$ cat src/rtl/gcr_pkg.sv
package gcr_pkg;
  localparam int REG_W   = 16;
  localparam int OFF_W   = 6;
  localparam int PLAIN_N = 6;
  localparam logic [REG_W-1:0] STAT_RST  = 16'h0002;
  localparam logic [REG_W-1:0] PWR_FORCE = 16'h8040;
  localparam int PWR_TRIG_BIT = 7;

  typedef enum logic [3:0] {
    SEL_MODE, SEL_CDET, SEL_STAT, SEL_PWR, SEL_CCTL, SEL_IREQ,
    SEL_IMSK, SEL_ISTAT, SEL_DIR, SEL_LVLW, SEL_LVLR, SEL_NONE
  } reg_sel_e;

  function automatic reg_sel_e decode_off(input logic [OFF_W-1:0] off);
    case (off)
      6'h00: return SEL_MODE;
      6'h04: return SEL_CDET;
      6'h08: return SEL_STAT;
      6'h0C: return SEL_PWR;
      6'h10: return SEL_CCTL;
      6'h14: return SEL_IREQ;
      6'h18: return SEL_IMSK;
      6'h1C: return SEL_ISTAT;
      6'h20: return SEL_DIR;
      6'h24: return SEL_LVLW;
      6'h28: return SEL_LVLR;
      default: return SEL_NONE;
    endcase
  endfunction

  // index into the plain storage array, PLAIN_N when not a plain register
  function automatic int plain_index(input reg_sel_e s);
    case (s)
      SEL_MODE:  return 0;
      SEL_CDET:  return 1;
      SEL_CCTL:  return 2;
      SEL_IREQ:  return 3;
      SEL_IMSK:  return 4;
      SEL_ISTAT: return 5;
      default:   return PLAIN_N;
    endcase
  endfunction

  function automatic logic [REG_W-1:0] power_fold(input logic [REG_W-1:0] v);
    return v[PWR_TRIG_BIT] ? (v | PWR_FORCE) : v;
  endfunction

  function automatic logic [REG_W-1:0] level_fold(input logic [REG_W-1:0] v,
                                                  input logic [REG_W-1:0] dir);
    return v & dir;
  endfunction

  function automatic logic [REG_W-1:0] drive_of(input logic [REG_W-1:0] lvl,
                                                input logic [REG_W-1:0] dir);
    return lvl & dir;
  endfunction
endpackage

$ cat src/rtl/gcr_decode.sv
module gcr_decode
  import gcr_pkg::*;
(
  input  logic             bus_valid,
  input  logic             bus_write,
  input  logic [OFF_W-1:0] off,
  output reg_sel_e         sel,
  output logic             wr_en,
  output logic             rd_en
);
  assign sel   = decode_off(off);
  // status is read-only, undefined offsets take no write
  assign wr_en = bus_valid && bus_write && (sel != SEL_NONE) && (sel != SEL_STAT);
  assign rd_en = bus_valid && !bus_write;
endmodule

$ cat src/rtl/gcr_reg_bank.sv
module gcr_reg_bank
  import gcr_pkg::*;
(
  input  logic             clk,
  input  logic             rst_n,
  input  logic             wr_en,
  input  reg_sel_e         sel,
  input  logic [REG_W-1:0] wdata,
  output logic [REG_W-1:0] bank_rdata
);
  logic [REG_W-1:0] plain_q [PLAIN_N];
  logic [REG_W-1:0] pwr_q;
  logic             wr_pwr;
  int               wr_idx;

  assign wr_idx = plain_index(sel);
  assign wr_pwr = wr_en && (sel == SEL_PWR);

  for (genvar g = 0; g < PLAIN_N; g++) begin : g_plain
    always_ff @(posedge clk or negedge rst_n) begin
      if (!rst_n)                       plain_q[g] <= '0;
      else if (wr_en && wr_idx == g)    plain_q[g] <= wdata;
    end
  end

  always_ff @(posedge clk or negedge rst_n) begin
    if (!rst_n)      pwr_q <= '0;
    else if (wr_pwr) pwr_q <= power_fold(wdata);
  end

  always_comb begin
    bank_rdata = '0;
    case (sel)
      SEL_STAT: bank_rdata = STAT_RST;
      SEL_PWR:  bank_rdata = pwr_q;
      default:  if (wr_idx < PLAIN_N) bank_rdata = plain_q[wr_idx];
    endcase
  end

  a_r3_power_force: assert property (@(posedge clk) disable iff (!rst_n)
    (wr_pwr && wdata[PWR_TRIG_BIT]) |=> (pwr_q[15] && pwr_q[6]));
  a_r3_power_plain: assert property (@(posedge clk) disable iff (!rst_n)
    (wr_pwr && !wdata[PWR_TRIG_BIT]) |=> (pwr_q == $past(wdata)));
endmodule

$ cat src/rtl/gcr_gpio_port.sv
module gcr_gpio_port
  import gcr_pkg::*;
(
  input  logic             clk,
  input  logic             rst_n,
  input  logic             wr_en,
  input  reg_sel_e         sel,
  input  logic [REG_W-1:0] wdata,
  input  logic [REG_W-1:0] pin_in_stb,
  input  logic [REG_W-1:0] pin_in_val,
  output logic [REG_W-1:0] dir_q,
  output logic [REG_W-1:0] lvl_q,
  output logic [REG_W-1:0] gpio_out
);
  logic             wr_dir, wr_lvl, out_refresh;
  logic [REG_W-1:0] lvl_pins, lvl_d, dir_d, out_q, out_flip;

  assign wr_dir      = wr_en && (sel == SEL_DIR);
  assign wr_lvl      = wr_en && (sel == SEL_LVLW || sel == SEL_LVLR);
  assign out_refresh = wr_dir || wr_lvl;

  // external events act on the level bits without direction gating
  assign lvl_pins = (lvl_q & ~pin_in_stb) | (pin_in_val & pin_in_stb);
  assign lvl_d    = wr_lvl ? level_fold(wdata, dir_q) : lvl_pins;
  assign dir_d    = wr_dir ? wdata : dir_q;
  // lines that must toggle at this edge
  assign out_flip = out_refresh ? (drive_of(lvl_d, dir_d) ^ out_q) : '0;

  always_ff @(posedge clk or negedge rst_n) begin
    if (!rst_n) begin
      dir_q <= '0;
      lvl_q <= '0;
      out_q <= '0;
    end else begin
      dir_q <= dir_d;
      lvl_q <= lvl_d;
      out_q <= out_q ^ out_flip;
    end
  end

  assign gpio_out = out_q;

  a_r4_level_masked: assert property (@(posedge clk) disable iff (!rst_n)
    wr_lvl |=> ((lvl_q & ~dir_q) == '0));
  a_r5_out_within_dir: assert property (@(posedge clk) disable iff (!rst_n)
    ((gpio_out & ~dir_q) == '0));
  a_r6_out_holds: assert property (@(posedge clk) disable iff (!rst_n)
    !out_refresh |=> $stable(gpio_out));
endmodule

$ cat src/rtl/gpio_ctrl_regs.sv
module gpio_ctrl_regs
  import gcr_pkg::*;
#(
  parameter int ADDR_W = 12,
  parameter int DATA_W = 32
) (
  input  logic              clk,
  input  logic              rst_n,
  input  logic              bus_valid,
  input  logic              bus_write,
  input  logic [ADDR_W-1:0] bus_addr,
  input  logic [DATA_W-1:0] bus_wdata,
  output logic [DATA_W-1:0] bus_rdata,
  input  logic [REG_W-1:0]  pin_in_stb,
  input  logic [REG_W-1:0]  pin_in_val,
  output logic [REG_W-1:0]  gpio_out
);
  localparam int HI_W = DATA_W - REG_W;

  reg_sel_e         sel;
  logic             wr_en, rd_en;
  logic [REG_W-1:0] wdata16, bank_rdata, dir_q, lvl_q, rd16;
  logic             unused_hi;

  assign wdata16   = bus_wdata[REG_W-1:0];
  assign unused_hi = ^{bus_addr[ADDR_W-1:OFF_W], bus_wdata[DATA_W-1:REG_W]};

  gcr_decode u_decode (
    .bus_valid (bus_valid),
    .bus_write (bus_write),
    .off       (bus_addr[OFF_W-1:0]),
    .sel       (sel),
    .wr_en     (wr_en),
    .rd_en     (rd_en)
  );

  gcr_reg_bank u_bank (
    .clk        (clk),
    .rst_n      (rst_n),
    .wr_en      (wr_en),
    .sel        (sel),
    .wdata      (wdata16),
    .bank_rdata (bank_rdata)
  );

  gcr_gpio_port u_gpio (
    .clk        (clk),
    .rst_n      (rst_n),
    .wr_en      (wr_en),
    .sel        (sel),
    .wdata      (wdata16),
    .pin_in_stb (pin_in_stb),
    .pin_in_val (pin_in_val),
    .dir_q      (dir_q),
    .lvl_q      (lvl_q),
    .gpio_out   (gpio_out)
  );

  always_comb begin
    case (sel)
      SEL_DIR:            rd16 = dir_q;
      SEL_LVLW, SEL_LVLR: rd16 = lvl_q;
      default:            rd16 = bank_rdata;
    endcase
  end

  assign bus_rdata = rd_en ? {{HI_W{1'b0}}, rd16} : '0;

  a_r9_undef_reads_zero: assert property (@(posedge clk) disable iff (!rst_n)
    (rd_en && sel == SEL_NONE) |-> (bus_rdata == '0));
  a_r2_upper_zero: assert property (@(posedge clk) disable iff (!rst_n)
    ((bus_rdata >> REG_W) == '0));
  a_r11_idle_zero: assert property (@(posedge clk) disable iff (!rst_n)
    !rd_en |-> (bus_rdata == '0));
endmodule

$ cat config.mk
export PLATFORM = sky130hd
export DESIGN_NAME = gpio_ctrl_regs
export DESIGN_NICKNAME = d
export VERILOG_FILES = /design/src/rtl/gcr_pkg.sv /design/src/rtl/gcr_decode.sv /design/src/rtl/gcr_reg_bank.sv /design/src/rtl/gcr_gpio_port.sv /design/src/rtl/gpio_ctrl_regs.sv
export SDC_FILE = /design/constraint.sdc
export NUM_CORES = 1
export LEC_CHECK = 0
export ABC_CLOCK_PERIOD_IN_PS = 6700
export BUFFER_PORTS_ARGS = -buffer_cell sky130_fd_sc_hd__buf_2
export CAP_MARGIN = 20
export CORE_UTILIZATION = 49
export CTS_BUF_LIST = sky130_fd_sc_hd__clkbuf_4 sky130_fd_sc_hd__clkbuf_8
export CTS_CLUSTER_DIAMETER = 30
export DETAILED_ROUTE_END_ITERATION = 16
export GPL_TIMING_DRIVEN = 0
export PLACE_DENSITY = 0.71
export SYNTH_ARGS = -nofsm -noshare
export SYNTH_HDL_FRONTEND = slang
export SYNTH_SLANG_ARGS = --single-unit
$ cat constraint.sdc
create_clock -name clk -period 6.7 [get_ports clk]
set_input_delay 1.34 -clock clk [delete_from_list [all_inputs] [get_ports clk]]
set_output_delay 1.34 -clock clk [all_outputs]
set_load 0.01 [all_outputs]
==> reports/summary.txt, run 1 <==
Overflow after GRT: 0
Layout cells sized above 1: 0.389
FP Rows: 46
Detail Route met2 WL: 9.20 mm
CTS hold repair buffers: 0
Met1 wire length: 8.90 mm
Clock power share: 0.375
Maxcap violations: 0
Iter 0 DRT Violations: 415
Total power: 0.00206 W
Final #Nets: 848
Worst-Margin Slew: 766 ps
Sw frac: 0.253
Per-cell routed wire length: 19.3 microns
Via/cell ratio: 5.69
Slew margin rel.: 0.489
Drt pass-1 iters: 5
Antenna violations before repair: 0
CP delay by family, top: simple AND/OR/NAND/NOR gates
Post-synth top area share: 0.497
Clk slew on worst S/H paths: 80 ps
Post-CTS Setup Inserts: 0
Synth Area per Inst: 12.2 sq um
EDFF count, synth: 0
Crit end category: output pin
Post-route setup slack: 1700 ps
CP dominant cell by count: buf_2
CTS Buffer Depth: 2
#FFs+latches synth: 160
Vias in the first global route: 5588
Internal: 0.00154 W
DRC: 0
Dominant cell type by area after synthesis: dfrtp_1
Final WL: 19.3 mm
Core area: 15900 sq um
CTS tree: built
Run status: finished, final reports clean
Yosys warning total: 0
Synth Instances: 661
Tot GR Track Use: 0.238
CP bufs+invs: 4
CP cell instances: buf_2 > or4b_1 > clkbuf_1 > nor3b_2 > buf_4 > a221oi_1 > a211oi_1 > buf_2
Synthesized area: 8050 sq um
Pin count of the biggest net entering global routing: 82
Clock Skew: 8.96 ps
Die area: 17000 sq um
RSZ-0062 raised after global routing: no
Crit Path Max Fanout: 10
CTS HTree Levels: 4
Hold Crit Class: reg2reg
Final TNS setup: 0 ps
First-pass GRT wire length: 30.4 mm
Met3 wire length: 805 microns
Final setup violation count: 0
TritonCTS buffer count: 17
ANT nets after route: 0
DIE WIDTH: 130 microns
Share of flip-flops with an asynchronous set or reset: 1.00
Power Dens Cells: 224 nW/um^2
Pleak: 4.49 nW
Post-synthesis sequential area ratio: 0.497
IO Port Bufs: 72
Final min period: 5000 ps
WS Path Type: in2out
Highest routed metal layer: met4
Final Slew Violations: 0
CP startpoint kind: primary input
Layout area overhead: 14.3%
Chip height: 130 microns
Post-synth top flop: dfrtp_1
Setup slack after placement: 1760 ps
HPWL after detailed placement: 14.1 mm
Achievable Freq: 200 MHz
I/O pins: 128
Comb power frac: 0.107
Fin. Hold Viols: 0
Post_cts resized: 0
Unique cell type count in the Yosys netlist: 44
Crit path DAT: 3660 ps
Diode count: 0
Peak VDD IR: 0.154 mV
GPL Wtd Cong: 0.880
Synth area leaders: dfrtp_1, mux2_2, mux2i_1
Hold WS: 472 ps
# clock sinks: 160
Detailed-route via count: 5671
Worst-Skew Late Latency: 460 ps
Sequential share of power: 0.518
Psw: 0.000521 W
Initial core utilization: 0.505
CP peak stage delay: 520 ps
Critical Path RT: 5360 ps
CTS root buf: clkbuf_8
Slowest CP cell: or4b_1
Period Utilization, post-route: 0.746
-- path summary, 6_finish.rpt --
| kind | start | end | slack (ps) | depth (start not counted) |
|---|---|---|---|---|
| setup / recovery | bus_addr[5] | bus_rdata[5] | 1700 | 8 |
| hold / removal | register | register | 470 | 2 |
| setup reg to reg | u_gpio.lvl_q[10] | register | 5610 | 4 |
| hold reg to reg | register | register | 470 | 2 |
| max in group asynchronous | rst_n | u_bank.pwr_q[4] | 4970 | 2 |
| min in group asynchronous | rst_n | async pin | 870 | 1 |
-- per-stage QoR --
stage                     std cells   util  cell area (sq um)
after floorplan                 676      -               8110
after global placement          964  0.548               8740
after detailed placement        965  0.550               8770
after CTS                       997  0.577               9210
after global routing            997  0.577               9210
final                           997  0.577               9210
-- layer usage --
| metal | track usage | up-vias |
|---|---|---|
| met3 | 0.0320 | 28 |
| met5 | 0 | - |
| li1 | - | 2603 |
| met4 | 0.0807 | 0 |
| met1 | 0.328 | 2868 |
| met2 | 0.388 | 172 |
-- cell type report --
class                           count  area (sq um)
Fill cell                        1320          6740
Sequential cell                   160          4000
Multi-Input combinational cell    439          3670
Buffer                             76           435
Timing Repair Buffer               73           394
Tap cell                          216           270
Clock buffer                       18           241
Clock inverter                     14           191
Inverter                            1          3.75
-- cell families after synthesis --
family	Yosys count	synth area share
AO/OA/AOI/OAI	94	0.0872
buffers and inverters	77	0.0545
other	1	0.000466
multiplexers	205	0.280
flip-flops	160	0.497
XOR/XNOR	2	0.00218
AND/OR/NAND/NOR	122	0.0786
-- power groups by stage --
stage	registers (W)	logic [W]	clock network [W]
3_3_place_gp	0.00108	0.000209	0
3_5_place_dp	0.00108	0.000220	0
6_report	0.00107	0.000220	0.000773
5_1_grt	0.00107	0.000243	0.000826
4_1_cts	0.00107	0.000221	0.000783
2_1_floorplan	0.00107	0.000144	0
-- worst reg2reg max path: stages (launching register included) --
cell and delay, ps:
dfrtp_1 400, mux2i_1 230, nand3_1 130, o2111ai_1 150, nand2_1 80
-- cells in the final DEF, fill, tap and decap left out, drive strengths merged, types with 16 or more instances in the layout --
cell type | Yosys | layout
dfrtp | 160 | 160
mux2 | 151 | 151
buf | 58 | 131
nand2 | 67 | 67
mux2i | 53 | 53
clkbuf | 18 | 36
a211oi | 28 | 28
o21ai | 23 | 23
and3 | 18 | 18
conb | 1 | 16
-- cell usage after synthesis, types with 3 or more instances --
| cell type | n |
|---|---|
| nor3_1 | 3 |
| a221o_1 | 14 |
| buf_2 | 18 |
| buf_1 | 11 |
| nand2_1 | 67 |
| and3_1 | 18 |
| buf_6 | 5 |
| clkbuf_1 | 18 |
| a21oi_1 | 4 |
| buf_4 | 24 |
| nand3_1 | 8 |
| mux2i_1 | 53 |
| a221oi_1 | 15 |
| mux2_1 | 10 |
| a211oi_1 | 28 |
| o21ai_0 | 23 |
| o2111ai_1 | 5 |
| nor2_1 | 8 |
| dfrtp_1 | 160 |
| mux2_2 | 141 |
-- state kept, by name, indices dropped and copies added (netlist names), named ones only --
signal          cells
u_bank.pwr_q       16
u_gpio.lvl_q       16
u_gpio.dir_q       16
u_bank.plain_q     96
(Power assumes the default switching activity.)
==> run 2: changes to the inputs <==
- ABC_AREA: not set -> 1
- ABC_CLOCK_PERIOD_IN_PS: 6700 -> 4700
- clock period: 6.7 -> 4.7 ns (I/O delays scaled with it)
==> reports/summary.txt, run 2 <==
Final Slew Violations: 0 (unchanged)
DP Area: 8540 sq um (-2.7%)
Drt pass-1 iters: 5 (unchanged)
Top-count cell post-synth: nand2_1
Footprint of the multi-input gates: 3130 sq um (-15%)
GPL Wtd Cong: 0.866 (-1.6%)
Max reg flops: 96 (unchanged)
Synthesized area: 7740 sq um (-3.9%)
I/O pins: 128 (unchanged)
Post-synth top area share: 0.517 (+0.0203)
Final min period: 4080 ps
Overflow after GRT: 0 (unchanged)
Fin area: 9010 sq um (-2.1%)
Synth Area per Inst: 8.36 sq um (-31%)
Layout area overhead: 16.4%
WS Path Type: in2out
ANT nets after route: 0 (unchanged)
Reg area: 4000 sq um (unchanged)
Detailed-route via count: 6744 (+19%)
Internal: 0.00222 W (+44%)
Hold Crit Class: in2async
Per-cell routed wire length: 16.0 microns (-17%)
Most flop-heavy register: u_bank.plain_q
Post-synth top flop: dfrtp_1
Synth Instances: 926 (+40%)
Die area: 16300 sq um (-3.9%)
Chip height: 128 microns (-1.9%)
Synth cell count leaders: nand2_1, dfrtp_1, inv_1
Power Dens Cells: 328 nW/um^2 (+47%)
Via/cell ratio: 5.29 (-6.9%)
FP Rows: 45 (-2.2%)
Tot GR Track Use: 0.265 (+0.0271)
DRC: 0 (unchanged)
Critical Path RT: 3760 ps (-1600 ps)
CP startpoint kind: primary input
CTS Buffer Depth: 2 (unchanged)
Layout cells sized above 1: 0.178 (-0.211)
DP Cell Count: 1242 (+29%)
Fin. Hold Viols: 0 (unchanged)
Pin count of the biggest net entering global routing: 82 (unchanged)
Final WL: 20.3 mm (+5.5%)
Pleak: 4.29 nW (-4.5%)
Diode count: 0 (unchanged)
Dominant cell type by area after synthesis: dfrtp_1
IO Port Bufs: 89 (+24%)
Crit path DAT: 3140 ps (-520 ps)
CTS hold repair buffers: 0 (unchanged)
Maxcap violations: 0 (unchanged)
Sw frac: 0.251 (-0.00219)
Crit Path Max Fanout: 10 (unchanged)
Peak VDD IR: 0.280 mV (+81%)
Period Utilization, post-route: 0.867
Flop2flop setup slack: 3640 ps (-1970 ps)
Psw: 0.000741 W (+42%)
Worst-Skew Late Latency: 470 ps (about the same)
Achievable Freq: 245 MHz
First-pass GRT wire length: 33.2 mm (+9.2%)
Crit end category: output pin
EDFF count, synth: 0 (unchanged)
Final TNS setup: 0 ps (unchanged)
#FFs+latches synth: 160 (unchanged)
Layout Cells excl Fill: 1274 (+28%)
# clock sinks: 160 (unchanged)
Sequential share of power: 0.500 (-0.018)
DIE WIDTH: 128 microns (-1.9%)
Most frequent cells in the layout: nand2_1, dfrtp_1, buf_2
Slew margin rel.: 0.425 (-0.0642)
Run status: finished, final reports clean
Post-synthesis sequential area ratio: 0.517 (+0.0203)
CTS tree: built
Post_cts resized: 0 (unchanged)
Core area: 15300 sq um (-3.9%)
Clock Skew: 3.17 ps (-5.80 ps)
CTS root buf: clkbuf_8
TritonCTS buffer count: 17 (unchanged)
Initial core utilization: 0.505 (about the same)
Most common cell after layout, fill and taps aside: nand2_1
Comb power frac: 0.098 (-0.009)
HPWL after detailed placement: 15.1 mm (+7.2%)
Final #Nets: 1130 (+33%)
Post-CTS Setup Inserts: 0 (unchanged)
Unique cell type count in the Yosys netlist: 33 (-25%)
Worst-Margin Slew: 854 ps (+87.2 ps)
Synth area leaders: dfrtp_1, nand2_1, o21ai_0
RSZ-0062 raised after global routing: no
Yosys warning total: 0 (unchanged)
Final setup violation count: 0 (unchanged)
Iter 0 DRT Violations: 503 (+21%)
Clk slew on worst S/H paths: 80 ps (about the same)
Filler cell count: 1431 (+8.4%)
CTS HTree Levels: 4 (unchanged)
Layout Utilization: 0.588 (+0.0109)
Vias in the first global route: 6561 (+17%)
Share of flip-flops with an asynchronous set or reset: 1.00 (unchanged)
Antenna violations before repair: 0 (unchanged)
Clock power share: 0.402 (+0.027)
==> run 2: changes by cell type after synthesis, sizes merged, moves of 25 or more <==
cell,previous run,this run
a21oi,5,30
mux2,151,6
nor2,11,42
inv,1,83
o21a,0,29
nand3,8,35
nand2,67,269
a211oi,28,0
mux2i,53,0
o21ai,23,132
==> run 2: kinds of logic after synthesis <==
| group | synth area share |
|---|---|
| and+or+nand+nor | 0.188 |
| AOI/OAI and AO/OA | 0.200 |
| DFF | 0.517 |
| buffers and inverters | 0.0847 |
| muxes | 0.00873 |
| other | 0.000485 |
==> run 2: worst paths after layout <==
path / from / end / cells past startpoint
worst max-delay path: bus_addr[1] / bus_rdata[5] / 13
worst min-delay path: rst_n / u_bank.plain_q[33] / 1
worst max register to register: u_gpio.lvl_q[0] / register / 5
worst min register to register: register / register / 2
max in group asynchronous: rst_n / u_gpio.dir_q[5] / 2
min in group clk: register / register / 2
==> run 2: metrics by stage <==
stage	total power (W)	worst slack, ps	hold slack [ps]
3_5_place_dp	0.00180	670	473
5_1_grt	0.00307	494	489
6_report	0.00296	623	439
3_3_place_gp	0.00179	233	467
2_1_floorplan	0.00167	1380	453
4_1_cts	0.00296	650	469
==> run 2: layout make-up <==
cell class | count | area share
plain buffers | 62 | 0.0378
clock buffers | 20 | 0.0292
clock inverters | 12 | 0.0229
inverters | 84 | 0.0350
multi-input cells | 635 | 0.348
flip-flops and latches | 160 | 0.444
well taps | 211 | 0.0293
repair buffers | 90 | 0.0536
==> run 2: critical path, cell delays in order <==
cell and delay, ps:
buf_2 110, nor2_4 150, buf_4 200, nand3_2 220, nand2_1 140, nor2_2 80
nand2_1 210, clkbuf_2 290, o21ai_0 120, o21bai_1 160, nand2_1 80, a21oi_1 230
buf_2 190
==> run 2: routing by layer <==
metal | global-route usage | share of wire
met5 | 0 | 0
met4 | 0.0720 | 0.014
met3 | 0.0530 | 0.048
met2 | 0.431 | 0.47
met1 | 0.364 | 0.46
==> run 2: power by group through the flow <==
stage	sequential, W	combinational, W	clock, W
6_report	0.00148	0.000290	0.00119
5_1_grt	0.00149	0.000328	0.00125
4_1_cts	0.00148	0.000292	0.00120
3_5_place_dp	0.00150	0.000290	0
3_3_place_gp	0.00150	0.000282	0
2_1_floorplan	0.00150	0.000175	0
==> run 3: changes to the inputs <==
- ABC_CLOCK_PERIOD_IN_PS: 4700 -> 3700
- PLACE_DENSITY: 0.71 -> 0.74
- clock period: 4.7 -> 3.7 ns (I/O delays scaled with it)
==> reports/summary.txt, run 3 (synthesized netlist as in run 2, its figures left out) <==
CTS Buffer Depth: 2 (unchanged)
CP bufs+invs: 5 (+1)
FP Rows: 45 (unchanged)
Clk slew on worst S/H paths: 90 ps (about the same)
IO Port Bufs: 89 (unchanged)
Final WL: 20.5 mm (+0.68%)
Footprint of the multi-input gates: 3160 sq um (+0.68%)
CP cell instances: buf_2 > nor2_4 > buf_4 > nand3_2 > nand3_1 > nand2_2 > nor2_2 > buf_4 > buf_4 > nand2_1 > o211ai_1 > nand2_1 > a21oi_1 > buf_2
R2R cell count: 4 (-1)
Slowest CP cell: buf_4
Reg area: 4000 sq um (unchanged)
HPWL after detailed placement: 15.2 mm (+0.60%)
DIE WIDTH: 128 microns (unchanged)
Pleak: 4.30 nW (+0.23%)
Final #Nets: 1130 (unchanged)
Worst-Skew Late Latency: 470 ps (about the same)
DRC: 0 (unchanged)
Vias in the first global route: 6662 (+1.5%)
Antenna violations before repair: 0 (unchanged)
GPL Wtd Cong: 0.877 (+1.3%)
Per-cell routed wire length: 16.1 microns (+0.68%)
Layout Utilization: 0.590 (+0.00212)
Final Slew Violations: 0 (unchanged)
Iter 0 DRT Violations: 542 (+7.8%)
Fin. Hold Viols: 0 (unchanged)
I/O pins: 128 (unchanged)
Critical path depth: 14 (+1)
Initial core utilization: 0.505 (unchanged)
Run status: finished, final reports clean
Setup slack after placement: 15.9 ps (-655 ps)
Max reg flops: 96 (unchanged)
Final min period: 3510 ps
Total power: 0.00377 W (+27%)
Chip height: 128 microns (unchanged)
Diode count: 0 (unchanged)
Most flop-heavy register: u_bank.plain_q
Hold WS: 165 ps (-274 ps)
Drt pass-1 iters: 5 (unchanged)
Clock Skew: 7.33 ps (+4.16 ps)
CTS tree: built
Maxcap violations: 0 (unchanged)
Worst-Margin Slew: 823 ps (-30.7 ps)
CP dominant cell by count: buf_4
RSZ-0062 raised after global routing: no
Layout cells sized above 1: 0.182 (+0.00376)
CTS HTree Levels: 4 (unchanged)
Layout area overhead: 16.9%
WS Path Type: in2out
Core area: 15300 sq um (unchanged)
Slew margin rel.: 0.446 (+0.0207)
CTS hold repair buffers: 0 (unchanged)
Filler cell count: 1408 (-1.6%)
Final TNS setup: 0 ps (unchanged)
Pin count of the biggest net entering global routing: 109 (+33%)
First-pass GRT wire length: 33.5 mm (+1.0%)
CP delay by family, top: buffers and inverters
Crit Path Max Fanout: 10 (unchanged)
Most frequent cells in the layout: nand2_1, dfrtp_1, buf_2
ANT nets after route: 0 (unchanged)
Tot GR Track Use: 0.267 (+0.00199)
TritonCTS buffer count: 17 (unchanged)
Peak VDD IR: 0.298 mV (+6.7%)
Crit end category: output pin
CP peak stage delay: 210 ps (-80 ps)
CTS root buf: clkbuf_8
Hold Crit Class: in2async
Post-route setup slack: 190 ps (-433 ps)
Critical Path RT: 2960 ps (-800 ps)
Die area: 16300 sq um (unchanged)
Via/cell ratio: 5.38 (+1.7%)
Post-CTS Setup Inserts: 0 (unchanged)
Crit path DAT: 2770 ps (-370 ps)
Detailed-route via count: 6858 (+1.7%)
Final setup violation count: 0 (unchanged)
Power Dens Cells: 416 nW/um^2 (+27%)
Overflow after GRT: 0 (unchanged)
Achievable Freq: 285 MHz
Most common cell after layout, fill and taps aside: nand2_1
# clock sinks: 160 (unchanged)
Period Utilization, post-route: 0.949
CP startpoint kind: primary input
==> run 3: worst register-to-register path: cells and delay by family (launching register included) <==
kind	cells	cell delay (ps)
AND/OR/NAND/NOR	2	180
flip-flops	1	370
AO/OA/AOI/OAI	2	460
==> run 3: worst paths after layout <==
| path | slack [ps] | endpoint | startpoint |
|---|---|---|---|
| worst max-delay path | 190 | bus_rdata[5] | bus_addr[1] |
| worst min-delay path | 160 | u_bank.plain_q[47] | rst_n |
| worst max register to register | 2620 | register | u_gpio.lvl_q[12] |
| worst min register to register | 490 | u_bank.plain_q[87] | u_bank.plain_q[87] |
| max in group asynchronous | 2670 | async pin | rst_n |
| min in group clk | 490 | u_bank.plain_q[87] | u_bank.plain_q[87] |
==> run 3: metrics by stage <==
stage / instances / area (sq um)
after floorplan: 941 / 7790
after global placement: 1241 / 8500
after detailed placement: 1242 / 8540
after CTS: 1274 / 9020
after global routing: 1274 / 9040
final: 1274 / 9040
==> run 3: per-layer routing <==
layer,GRT usage,part of all wire,up-vias
li1,-,-,3276
met1,0.373,0.46,3347
met2,0.432,0.47,210
met3,0.0518,0.056,25
met4,0.0664,0.012,0
met5,0,0,-
==> run 3: area by class of cell <==
cell class | count | share of cell area
plain buffers | 62 | 0.0381
multi-input cells | 635 | 0.349
flip-flops and latches | 160 | 0.443
inverters | 84 | 0.0349
well taps | 211 | 0.0292
clock inverters | 12 | 0.0230
clock buffers | 20 | 0.0297
repair buffers | 90 | 0.0534
==> run 3: timing repair <==
| action | 4_1_cts | 5_1_grt |
|---|---|---|
| endpoints found under the setup margin | 0 | 11 |
| resized for setup | 0 | 9 |
| endpoints found under the hold margin | 0 | 0 |
==> run 3: power breakdown <==
group,leakage (nW),switching [W],internal (W),total [W]
logic,2.00,0.000229,0.000142,0.000371
registers,2.08,0.0000446,0.00183,0.00188
clock network,0.229,0.000667,0.000850,0.00152
total,4.30,0.000940,0.00282,0.00377
